## src/rtl/spi_byte_fifo_pkg.sv

```systemverilog
package spi_byte_fifo_pkg;

  // register addresses
  localparam logic [1:0] ADDR_MODE  = 2'd0;
  localparam logic [1:0] ADDR_EVENT = 2'd1;
  localparam logic [1:0] ADDR_MASK  = 2'd2;
  localparam logic [1:0] ADDR_DATA  = 2'd3;

  // flag index inside the 8-bit flag byte (status bits 15:8)
  localparam int FLG_TXE = 7;
  localparam int FLG_DON = 6;
  localparam int FLG_RXT = 5;
  localparam int FLG_RXF = 4;
  localparam int FLG_TXT = 3;
  localparam int FLG_RNE = 1;
  localparam int FLG_TNF = 0;
  localparam logic [7:0] FLAG_LIVE = 8'hFB;

  localparam int THR_W = 6;
  localparam logic [THR_W-1:0] TXTHR_RST = 6'd4;
  localparam logic [THR_W-1:0] RXTHR_RST = 6'd15;

  // strobes from control to datapath
  typedef struct packed {
    logic [2:0]  txPushN;
    logic [31:0] txPushData;  // first byte in [31:24]
    logic [2:0]  rxPopN;
  } fifoStrobe_t;

endpackage

```

## src/rtl/sbf_byte_fifo.sv

```systemverilog
module sbf_byte_fifo #(
  parameter int DEPTH = 32,
  parameter int CW    = $clog2(DEPTH + 1)
) (
  input  logic          clk,
  input  logic          rstN,
  input  logic [2:0]    pushN,
  input  logic [31:0]   pushData,
  input  logic [2:0]    popN,
  output logic [31:0]   peek,
  output logic [CW-1:0] count
);
  localparam int PW = $clog2(DEPTH);

  logic [7:0]    mem [DEPTH];
  logic [PW-1:0] wrPtr;
  logic [PW-1:0] rdPtr;

  always_ff @(posedge clk) begin
    for (int k = 0; k < 4; k++) begin
      if (3'(k) < pushN) mem[wrPtr + PW'(k)] <= pushData[31-8*k -: 8];
    end
  end

  always_ff @(posedge clk or negedge rstN) begin
    if (!rstN) begin
      wrPtr <= '0;
      rdPtr <= '0;
      count <= '0;
    end else begin
      wrPtr <= wrPtr + PW'(pushN);
      rdPtr <= rdPtr + PW'(popN);
      count <= count + CW'(pushN) - CW'(popN);
    end
  end

  always_comb begin
    for (int k = 0; k < 4; k++) peek[31-8*k -: 8] = mem[rdPtr + PW'(k)];
  end
endmodule

```

## src/rtl/sbf_datapath.sv

```systemverilog
module sbf_datapath
  import spi_byte_fifo_pkg::*;
#(
  parameter int DEPTH = 32,
  parameter int CW    = $clog2(DEPTH + 1)
) (
  input  logic          clk,
  input  logic          rstN,
  input  fifoStrobe_t   strobe,
  input  logic          engTxPop,
  output logic [7:0]    engTxByte,
  input  logic          engRxPush,
  input  logic [7:0]    engRxByte,
  output logic [31:0]   rxPeek,
  output logic [CW-1:0] txFree,
  output logic [CW-1:0] rxCount
);
  logic [CW-1:0] txCount;
  logic [31:0]   txPeek;
  logic          txHasData;
  logic          rxHasRoom;
  logic [23:0]   unusedTxPeek;

  assign txHasData    = txCount != '0;
  assign rxHasRoom    = rxCount != CW'(DEPTH);
  assign txFree       = CW'(DEPTH) - txCount;
  assign engTxByte    = txHasData ? txPeek[31:24] : 8'h00;
  assign unusedTxPeek = txPeek[23:0];

  sbf_byte_fifo #(.DEPTH(DEPTH), .CW(CW)) u_txq (
    .clk      (clk),
    .rstN     (rstN),
    .pushN    (strobe.txPushN),
    .pushData (strobe.txPushData),
    .popN     ((engTxPop && txHasData) ? 3'd1 : 3'd0),
    .peek     (txPeek),
    .count    (txCount)
  );

  sbf_byte_fifo #(.DEPTH(DEPTH), .CW(CW)) u_rxq (
    .clk      (clk),
    .rstN     (rstN),
    .pushN    ((engRxPush && rxHasRoom) ? 3'd1 : 3'd0),
    .pushData ({engRxByte, 24'h0}),
    .popN     (strobe.rxPopN),
    .peek     (rxPeek),
    .count    (rxCount)
  );
endmodule

```

## src/rtl/sbf_ctrl.sv

```systemverilog
module sbf_ctrl
  import spi_byte_fifo_pkg::*;
#(
  parameter int DEPTH = 32,
  parameter int CW    = $clog2(DEPTH + 1)
) (
  input  logic          clk,
  input  logic          rstN,
  input  logic          cpuWr,
  input  logic          cpuRd,
  input  logic [1:0]    cpuAddr,
  input  logic [1:0]    cpuSize,
  input  logic [31:0]   cpuWdata,
  output logic [31:0]   cpuRdata,
  input  logic          engDone,
  input  logic [CW-1:0] txFree,
  input  logic [CW-1:0] rxCount,
  input  logic [31:0]   rxPeek,
  output fifoStrobe_t   strobe,
  output logic          modeEnable,
  output logic          modeLoop,
  output logic [7:0]    evFlags,
  output logic          irq
);
  logic [THR_W-1:0] txThr;
  logic [THR_W-1:0] rxThr;
  logic [7:0]       maskBits;
  logic [7:0]       flagCond;
  logic [7:0]       flagClr;
  logic [2:0]       nBytes;
  logic             txFits;
  logic             rxEnough;
  logic [31:0]      pushAligned;
  logic [31:0]      popAligned;
  logic [5:0]       rxField;
  logic [5:0]       txField;

  always_comb begin
    case (cpuSize)
      2'd0:    nBytes = 3'd1;
      2'd1:    nBytes = 3'd2;
      2'd2:    nBytes = 3'd4;
      default: nBytes = 3'd0;
    endcase
  end

  assign txFits   = (nBytes != 3'd0) && (txFree >= CW'(nBytes));
  assign rxEnough = (nBytes != 3'd0) && (rxCount >= CW'(nBytes));

  always_comb begin
    case (cpuSize)
      2'd0:    pushAligned = {cpuWdata[7:0], 24'h0};
      2'd1:    pushAligned = {cpuWdata[15:0], 16'h0};
      default: pushAligned = cpuWdata;
    endcase
    case (cpuSize)
      2'd0:    popAligned = {24'h0, rxPeek[31:24]};
      2'd1:    popAligned = {16'h0, rxPeek[31:16]};
      default: popAligned = rxPeek;
    endcase
  end

  assign strobe.txPushN    = (cpuWr && cpuAddr == ADDR_DATA && txFits) ? nBytes : 3'd0;
  assign strobe.txPushData = pushAligned;
  assign strobe.rxPopN     = (cpuRd && cpuAddr == ADDR_DATA && rxEnough) ? nBytes : 3'd0;

  // live conditions that set the sticky flags
  always_comb begin
    flagCond          = 8'h00;
    flagCond[FLG_TXE] = txFree == CW'(DEPTH);
    flagCond[FLG_DON] = engDone;
    flagCond[FLG_RXT] = 7'(rxCount) > 7'(rxThr);
    flagCond[FLG_RXF] = rxCount == CW'(DEPTH);
    flagCond[FLG_TXT] = 7'(txFree) >= 7'(txThr);
    flagCond[FLG_RNE] = rxCount != '0;
    flagCond[FLG_TNF] = txFree != '0;
  end

  assign flagClr = (cpuWr && cpuAddr == ADDR_EVENT) ? cpuWdata[15:8] : 8'h00;

  always_ff @(posedge clk or negedge rstN) begin
    if (!rstN) begin
      modeEnable <= 1'b0;
      modeLoop   <= 1'b0;
      txThr      <= TXTHR_RST;
      rxThr      <= RXTHR_RST;
      maskBits   <= 8'h00;
      evFlags    <= 8'h00;
    end else begin
      evFlags <= ((evFlags & ~flagClr) | flagCond) & FLAG_LIVE;
      if (cpuWr && cpuAddr == ADDR_MODE) begin
        modeEnable <= cpuWdata[31];
        modeLoop   <= cpuWdata[30];
        txThr      <= cpuWdata[13:8];
        rxThr      <= cpuWdata[5:0];
      end
      if (cpuWr && cpuAddr == ADDR_MASK) maskBits <= cpuWdata[15:8] & FLAG_LIVE;
    end
  end

  assign irq     = |(evFlags & maskBits);
  assign rxField = 6'(rxCount);
  assign txField = 6'(txFree);

  always_comb begin
    case (cpuAddr)
      ADDR_MODE:  cpuRdata = {modeEnable, modeLoop, 16'h0, txThr, 2'b00, rxThr};
      ADDR_EVENT: cpuRdata = {2'b00, rxField, 2'b00, txField, evFlags, 8'h00};
      ADDR_MASK:  cpuRdata = {16'h0, maskBits, 8'h00};
      default:    cpuRdata = rxEnough ? popAligned : 32'h0;
    endcase
  end
endmodule

```

## src/rtl/spi_byte_fifo.sv

```systemverilog
module spi_byte_fifo
  import spi_byte_fifo_pkg::*;
#(
  parameter int DEPTH = 32
) (
  input  logic        clk,
  input  logic        rstN,
  input  logic        cpuWr,
  input  logic        cpuRd,
  input  logic [1:0]  cpuAddr,
  input  logic [1:0]  cpuSize,
  input  logic [31:0] cpuWdata,
  output logic [31:0] cpuRdata,
  input  logic        engTxPop,
  output logic [7:0]  engTxByte,
  input  logic        engRxPush,
  input  logic [7:0]  engRxByte,
  input  logic        engDone,
  output logic        modeEnable,
  output logic        modeLoop,
  output logic        irq
);
  localparam int CW = $clog2(DEPTH + 1);

  fifoStrobe_t   strobe;
  logic [CW-1:0] txFree;
  logic [CW-1:0] rxCount;
  logic [31:0]   rxPeek;
  logic [7:0]    evFlags;

  sbf_ctrl #(.DEPTH(DEPTH), .CW(CW)) u_ctrl (
    .clk        (clk),
    .rstN       (rstN),
    .cpuWr      (cpuWr),
    .cpuRd      (cpuRd),
    .cpuAddr    (cpuAddr),
    .cpuSize    (cpuSize),
    .cpuWdata   (cpuWdata),
    .cpuRdata   (cpuRdata),
    .engDone    (engDone),
    .txFree     (txFree),
    .rxCount    (rxCount),
    .rxPeek     (rxPeek),
    .strobe     (strobe),
    .modeEnable (modeEnable),
    .modeLoop   (modeLoop),
    .evFlags    (evFlags),
    .irq        (irq)
  );

  sbf_datapath #(.DEPTH(DEPTH), .CW(CW)) u_dp (
    .clk       (clk),
    .rstN      (rstN),
    .strobe    (strobe),
    .engTxPop  (engTxPop),
    .engTxByte (engTxByte),
    .engRxPush (engRxPush),
    .engRxByte (engRxByte),
    .rxPeek    (rxPeek),
    .txFree    (txFree),
    .rxCount   (rxCount)
  );
endmodule

```

## config.mk

```make
export PLATFORM = sky130hd
export DESIGN_NAME = spi_byte_fifo
export DESIGN_NICKNAME = d
export VERILOG_FILES = /design/src/rtl/spi_byte_fifo_pkg.sv /design/src/rtl/sbf_byte_fifo.sv /design/src/rtl/sbf_datapath.sv /design/src/rtl/sbf_ctrl.sv /design/src/rtl/spi_byte_fifo.sv
export SDC_FILE = /design/constraint.sdc
export NUM_CORES = 2
export LEC_CHECK = 0
export ABC_AREA = 0
export BUFFER_PORTS_ARGS = -buffer_cell sky130_fd_sc_hd__buf_2
export CORE_MARGIN = 4
export CORE_UTILIZATION = 58
export DETAILED_ROUTE_END_ITERATION = 6
export PLACE_DENSITY = 0.8
export RECOVER_POWER = 50
export SLEW_MARGIN = 15
export SYNTH_ARGS = -nofsm -noshare
export SYNTH_HDL_FRONTEND = slang
export SYNTH_SLANG_ARGS = --single-unit
```

## constraint.sdc

```tcl
create_clock -name clk -period 4.2 [get_ports clk]
set_input_delay 0.42 -clock clk [delete_from_list [all_inputs] [get_ports clk]]
set_output_delay 0.42 -clock clk [all_outputs]
set_load 0.02 [all_outputs]
```

# Yosys cells after proc, flatten, opt, wreduce, memory -nomap -nowiden

Memory sizes are Yosys's and may differ from the RTL's.
Index checks and enable logic that the tools add are counted.

Flip-flop bits (word level): 60
Bits in writable memories: 512
Output and inout bits: 43
Word-level logic and storage cells: 113
Memories kept: 2

Memories:

| memory         | words | bits a word | read ports | clocked after Yosys merged registers in | wr ports | line                | text |
|---|---|---|---|---|---|---|---|
| u_dp.u_rxq.mem | 32    | 8           | 4          | 0                                       | 1        | sbf_byte_fifo.sv:15 | `logic [7:0] mem [DEPTH];` |
| u_dp.u_txq.mem | 32    | 8           | 1          | 0                                       | 4        | sbf_byte_fifo.sv:15 |  |

$add $sub $neg: 18
Magnitude comparators: 12
Equality and inequality tests: 8
Mux-type cells: 36
Bitwise operators: 4
Reduce and logical (&&, ||, !) cells: 21

Operator list:

| operator              | count |
|---|---|
| $pmux W32 S2          | 2 |
| $pmux W32 S3          | 1 |
| $mux W8               | 5 |
| $mux W32              | 1 |
| $reduce_or A8 Y1      | 4 |
| $add A5 B2 Y5 const B | 6 |
| $mux W1               | 21 |
| $add A5 B3 Y5         | 4 |
| $reduce_bool A6 Y1    | 3 |
| $and A8 B8 Y8         | 2 |
| $add A5 B1 Y5 const B | 3 |
| $mux W5               | 3 |
| $add A6 B3 Y6         | 2 |
| $eq A6 B6 Y1 const B  | 2 |
| $ge A6 B3 Y1          | 2 |
| $lt A2 B3 Y1 const A  | 4 |
| $sub A6 B3 Y6         | 2 |
| $logic_and A1 B1 Y1   | 11 |
| $lt A1 B3 Y1 const A  | 3 |
| $pmux W3 S3           | 1 |
| $not A8 Y8            | 1 |
| $or A8 B8 Y8          | 1 |
| $eq A2 B2 Y1 const B  | 3 |
| $ge A6 B6 Y1          | 1 |
| 8 further kinds       | 11 |

# Longest topological paths before layout

Depth after elaboration: 10
Gate-level depth with buffers: 22
Mapped depth without buffers: 18

# Hierarchy

Synthesis repeated with hierarchy kept, for this count alone.

Cell total of the unflattened synthesis: 5105
Area total of the unflattened synthesis: 56615.5 µm²

Modules (own cells, without submodules):

| module        | instances | cells each | area each (µm²) | seq. area each (µm²) |
|---|---|---|---|---|
| sbf_byte_fifo | 2         | 2384       | 26922.1         | 8087.8 |
| sbf_ctrl      | 1         | 312        | 2588.7          | 706.9 |
| sbf_datapath  | 1         | 25         | 182.7           | 0.0 |

# Worst setup path after synthesis

Ideal clock, no wire load.

Path kind: flip-flop to output port
Start point: register u_dp.u_rxq.rdPtr[1]
End point: output port cpuRdata[6]
Arrival: 4.215 ns
Required time: 3.780 ns
Path slack: -0.435 ns
Stages on the path, launching flop included: 17
Buffers on the path: 9
Cell sequence: dfrtp_1 > buf_4 > buf_2 > buf_2 > buf_2 > buf_2 > inv_1 > ha_1 > buf_2 > buf_1 > clkbuf_1 > clkbuf_1 > mux4_2 > nand2_1 > nand4_1 > nand4_1 > o311ai_0

Longest elaborated chain between the ends: 5

Ends and longest elaborated chain:

| element                                               | line                | text |
|---|---|---|
| start, declared                                       | sbf_byte_fifo.sv:17 | `logic [PW-1:0] rdPtr;` |
| start signal, assigned                                | sbf_byte_fifo.sv:32 | `rdPtr <= rdPtr + PW'(popN);` |
| $add A5 B2 Y5 / $add A5 B1 Y5 (equally long branches) | sbf_byte_fifo.sv:38 | `for (int k = 0; k < 4; k++) peek[31-8*k -: 8] = mem[rdPtr + PW'(k)];` |
| $mem_v2 Z32 W8 (*)                                    | --                  |  |
| $pmux W32 S2 (*)                                      | sbf_ctrl.sv:56      | `case (cpuSize)` |
| $mux W32 (*)                                          | sbf_ctrl.sv:110     | `default: cpuRdata = rxEnough ? popAligned : 32'h0;` |
| $pmux W32 S3 (*)                                      | sbf_ctrl.sv:106     | `case (cpuAddr)` |
| end, declared                                         | spi_byte_fifo.sv:13 | `output logic [31:0] cpuRdata,` |

Every way passes the cells marked *; elsewhere a longest branch is shown, timed or not.

# Final worst setup path

Start point: register u_dp.u_rxq.rdPtr[4]
End point: output port cpuRdata[11]

Longest elaborated chain between the ends: 5

Ends and longest elaborated chain:

| element            | line |
|---|---|
| $add A5 B2 Y5      | sbf_byte_fifo.sv:38 |
| $mem_v2 Z32 W8 (*) | -- |
| $pmux W32 S2 (*)   | sbf_ctrl.sv:56 |
| $mux W32 (*)       | sbf_ctrl.sv:110 |
| $pmux W32 S3 (*)   | sbf_ctrl.sv:106 |

Marked as above.

==> impl_results.md <==
- Status: finished, violations left
- Failing checks: DRC, capacitance limit, slew limit, setup timing
- Reg-to-reg setup timing slack: 0.23 ns
- Slew Limit Fails: 61
- Slowest stage cell, crit path: dfrtp_1
- Die Ht: 268 microns
- H-Tree Depth: 2
- Slew headroom: -19.6%
- Synth Net Count: 3520
- Most common cell on crit path: buf_4
- Slew @ Worst Pin: around 1.8 ns
- Fmax: ~230 MHz
- Startpoint Class: flop
- Die area: 72000 sq um
- TritonCTS Buffers: 61
- Worst r2r path cells: 10
- Routed vias/inst: 8.03
- Die width: 268 microns
- Reg2reg start: u_dp.u_txq.count[0]
- Layout area overhead: 10.6%
- Total grt overflow: 0
- Max incr delay on CP: 0.87 ns
- Clock buffer depth: 3
- TritonCTS clock tree: yes
- First-pass GRT wire length: approximately 220000 microns
- Initial core utilization: between 50 and 60%
- Placed cell count: 4283
- Hold Vio Cnt, Final: 0
- M1 WL: 50500 microns
- Clock transition at the registers of the reported paths: around 0.07 ns
- Routed wire per std cell: between 30 and 40 microns
- CP Class: reg -> out
- PwrDens: 691 nW/um^2
- Post-route ant nets: 0
- EDFF count, synth: ~510
- Flip-flop and latch count after synthesis: 572
- # clock sinks: around 570
- Syn Std Cell Area: 39300 sq um
- Clock Latency Late Sink: 0.67 ns
- Hold WC Path Type: in -> reg
- Synth cell types: 82
- Pleak: 14.5 nW
- GRT Util Overall: 41.8%
- Avg Cell Area, Syn: 11.5 sq um
- Peak supply drop: 0.549 mV
- Register area share after synthesis: 43.0%
- Final WL: around 150000 microns
- CP cell instances: buf_4 > xor2_1 > nor2_1 > buf_4 > a32oi_1 > nand4_1 > nand2_1 > buf_2
- CP Max Fanout: 12
- Fill count: 4838
- Area of the multi-input gates: 21000 sq um
- FFs w/ async S/R, synth: 10.5%
- IO Pins: 94
- Max Used Layer: met5
- Final setup violation count: 5
- Worst r2r dst: u_dp.u_txq.mem[27][5]
- Hold Path Sink: u_ctrl.txThr[2]
- Layout cells sized above 1: 23.8%
- WHS Path Cells: 3
- Syn Inst Count: 3411
- Storage element area: 16900 sq um
- Initial DRC count: about 7400
- Final-stage net count: 3599
- Root buffer cell: clkbuf_16
- CP Capture Type: primary output
- Total number of vias: 35500
- Fin crit share: 103%
- Setup WS post-layout: -0.122 ns
- Hold Slack: 0.0257 ns
- DRC: 19
- Vias in the first global route: 32700
- Core area: 67200 sq um
- GP Congestion: 1.10
- Dominant synthesized flop cell: edfxtp_1
- Finished Layout Cells: 4418
- Max Cap Violations: 1
- Initial antenna violation count: 10
- RSZ-0062 raised after global routing: yes
- Pre-antenna DRT Iters: 7
- Arr. time, crit path: 3.90 ns
- Min-delay src: cpuWdata[10]
- Final Util: 64.7%
- Largest net degree at the start of global routing: 61
- Ys Warns: 0
- Met2 Wirelength: about 62000 microns
- Met3 wire len: 32100 microns
- Port buffer count: 93
- FP Rows: 95
- DP HPWL: 104000 microns
- Overall Power: 30.0 mW
- Setup Skew: 0.0271 ns
- Period minus WS final: 4.32 ns
- Crit path required time: between 3 and 4 ns
[critical path: cells and delay by family (launching register included)]
family          cells  cell delay, ns
flops               1            0.87
buf+inv             3            0.80
simple gates        3            0.80
xor+xnor            1            0.48
compound gates      1            0.27
[report_power, final]
| part | internal [mW] | total, mW | switching (mW) | leakage [nW] |
|---|---|---|---|---|
| Sequential | 6.74 | 7.50 | 0.761 | 5.31 |
| Combinational | 7.07 | 17.2 | 10.1 | 8.25 |
| Clock | 2.95 | 5.38 | 2.43 | 0.930 |
| Total | 16.8 | 30.0 | 13.3 | 14.5 |
[cells in the final DEF, fill, tap and decap left out, types with 63 or more instances in the layout]
master,n
edfxtp_1,512
nor2_1,391
mux4_2,327
nand2_1,287
o21ai_0,276
a211oi_1,212
o22ai_1,206
buf_4,164
buf_2,80
nand3_1,75
mux2i_1,66
clkbuf_16,63
[worst max-delay path by stage]
| stage | startpoint | end | depth (start not counted) |
|---|---|---|---|
| 2_1_floorplan | cpuSize[1] | u_dp.u_txq.count[5] | 22 |
| 3_3_place_gp | u_dp.u_rxq.rdPtr[3] | cpuRdata[7] | 9 |
| 3_5_place_dp | u_dp.u_rxq.rdPtr[3] | cpuRdata[7] | 9 |
| 4_1_cts | u_dp.u_rxq.rdPtr[3] | cpuRdata[7] | 9 |
| 5_1_grt | u_dp.u_rxq.rdPtr[4] | cpuRdata[8] | 8 |
| 6_report | u_dp.u_rxq.rdPtr[4] | cpuRdata[11] | 8 |
[cells by family after synthesis]
family | after synthesis | share of synthesized area, %
flops | 572 | 43.0
simple gates | 939 | 11.1
buf+inv | 354 | 4.18
mux | 435 | 21.6
xor+xnor | 46 | 1.04
fa+ha+maj | 58 | 1.92
compound gates | 1007 | 17.2
[synthesized netlist by cell type, types with 22 or more instances]
library cell,n,area (sq um)
buf_1,22,82.6
o22a_1,58,508
o211ai_1,26,195
nor2_1,392,1470
and2_1,22,138
xnor2_1,28,245
buf_2,80,400
o21ai_0,281,1410
ha_1,54,676
a211oi_1,212,1590
nand2_1,288,1080
a21oi_1,53,265
mux2i_1,67,671
mux4_2,327,7360
mux2_2,41,462
nand3_1,76,380
edfxtp_1,512,15400
inv_1,54,203
dfrtp_1,55,1380
o22ai_1,206,1290
clkbuf_1,161,604
[final cells by class]
cell class	instances	area share (%)
clock inverter	41	0.777
multi-input combinational	2485	48.3
inverter	55	0.475
tap	873	2.51
sequential	572	38.9
timing repair buffer	315	5.37
antenna	5	0.0288
clock buffer	72	3.65
[routing by layer]
| metal | track usage [%] | up-vias |
|---|---|---|
| met3 | 20.8 | 860 |
| met4 | 18.3 | 16 |
| met5 | 0 | - |
| li1 | - | 13800 |
| met1 | 56.4 | 16700 |
| met2 | 57.5 | 4144 |
[state kept, by name, summed over array words and instances (netlist names)]
name,cells
u_dp.u_rxq.mem,256
u_dp.u_txq.mem,256
u_ctrl.evFlags,7
u_ctrl.maskBits,7
u_ctrl.rxThr,6
u_ctrl.txThr,6
u_dp.u_rxq.count,6
u_dp.u_txq.count,6
u_dp.u_rxq.rdPtr,5
u_dp.u_rxq.wrPtr,5
u_dp.u_txq.rdPtr,5
u_dp.u_txq.wrPtr,5
u_ctrl.modeEnable,1
u_ctrl.modeLoop,1
[stage by stage]
step / instance area [sq um] / TNS [ns] / setup slack, ns
after global routing: 43400 / -0.184 / -0.0615
after detailed placement: 41200 / 0 / 0.371
after CTS: 43400 / 0 / 0.00999
after global placement: 41200 / 0 / 0.384
after floorplan: 39300 / 0 / 0.0149
final: 43500 / -0.313 / -0.122
[what timing repair did]
action | in CTS | in global routing
endpoints found under the setup margin | 20 | 13
resized for setup | 21 | 14
gates cloned | 3 | 2
pin swaps | 1 | 2
setup buffers | 6 | 4
hold endpoints to repair | 56 | 0
hold buffers | 2 | 0
(Power assumes the default switching activity.)
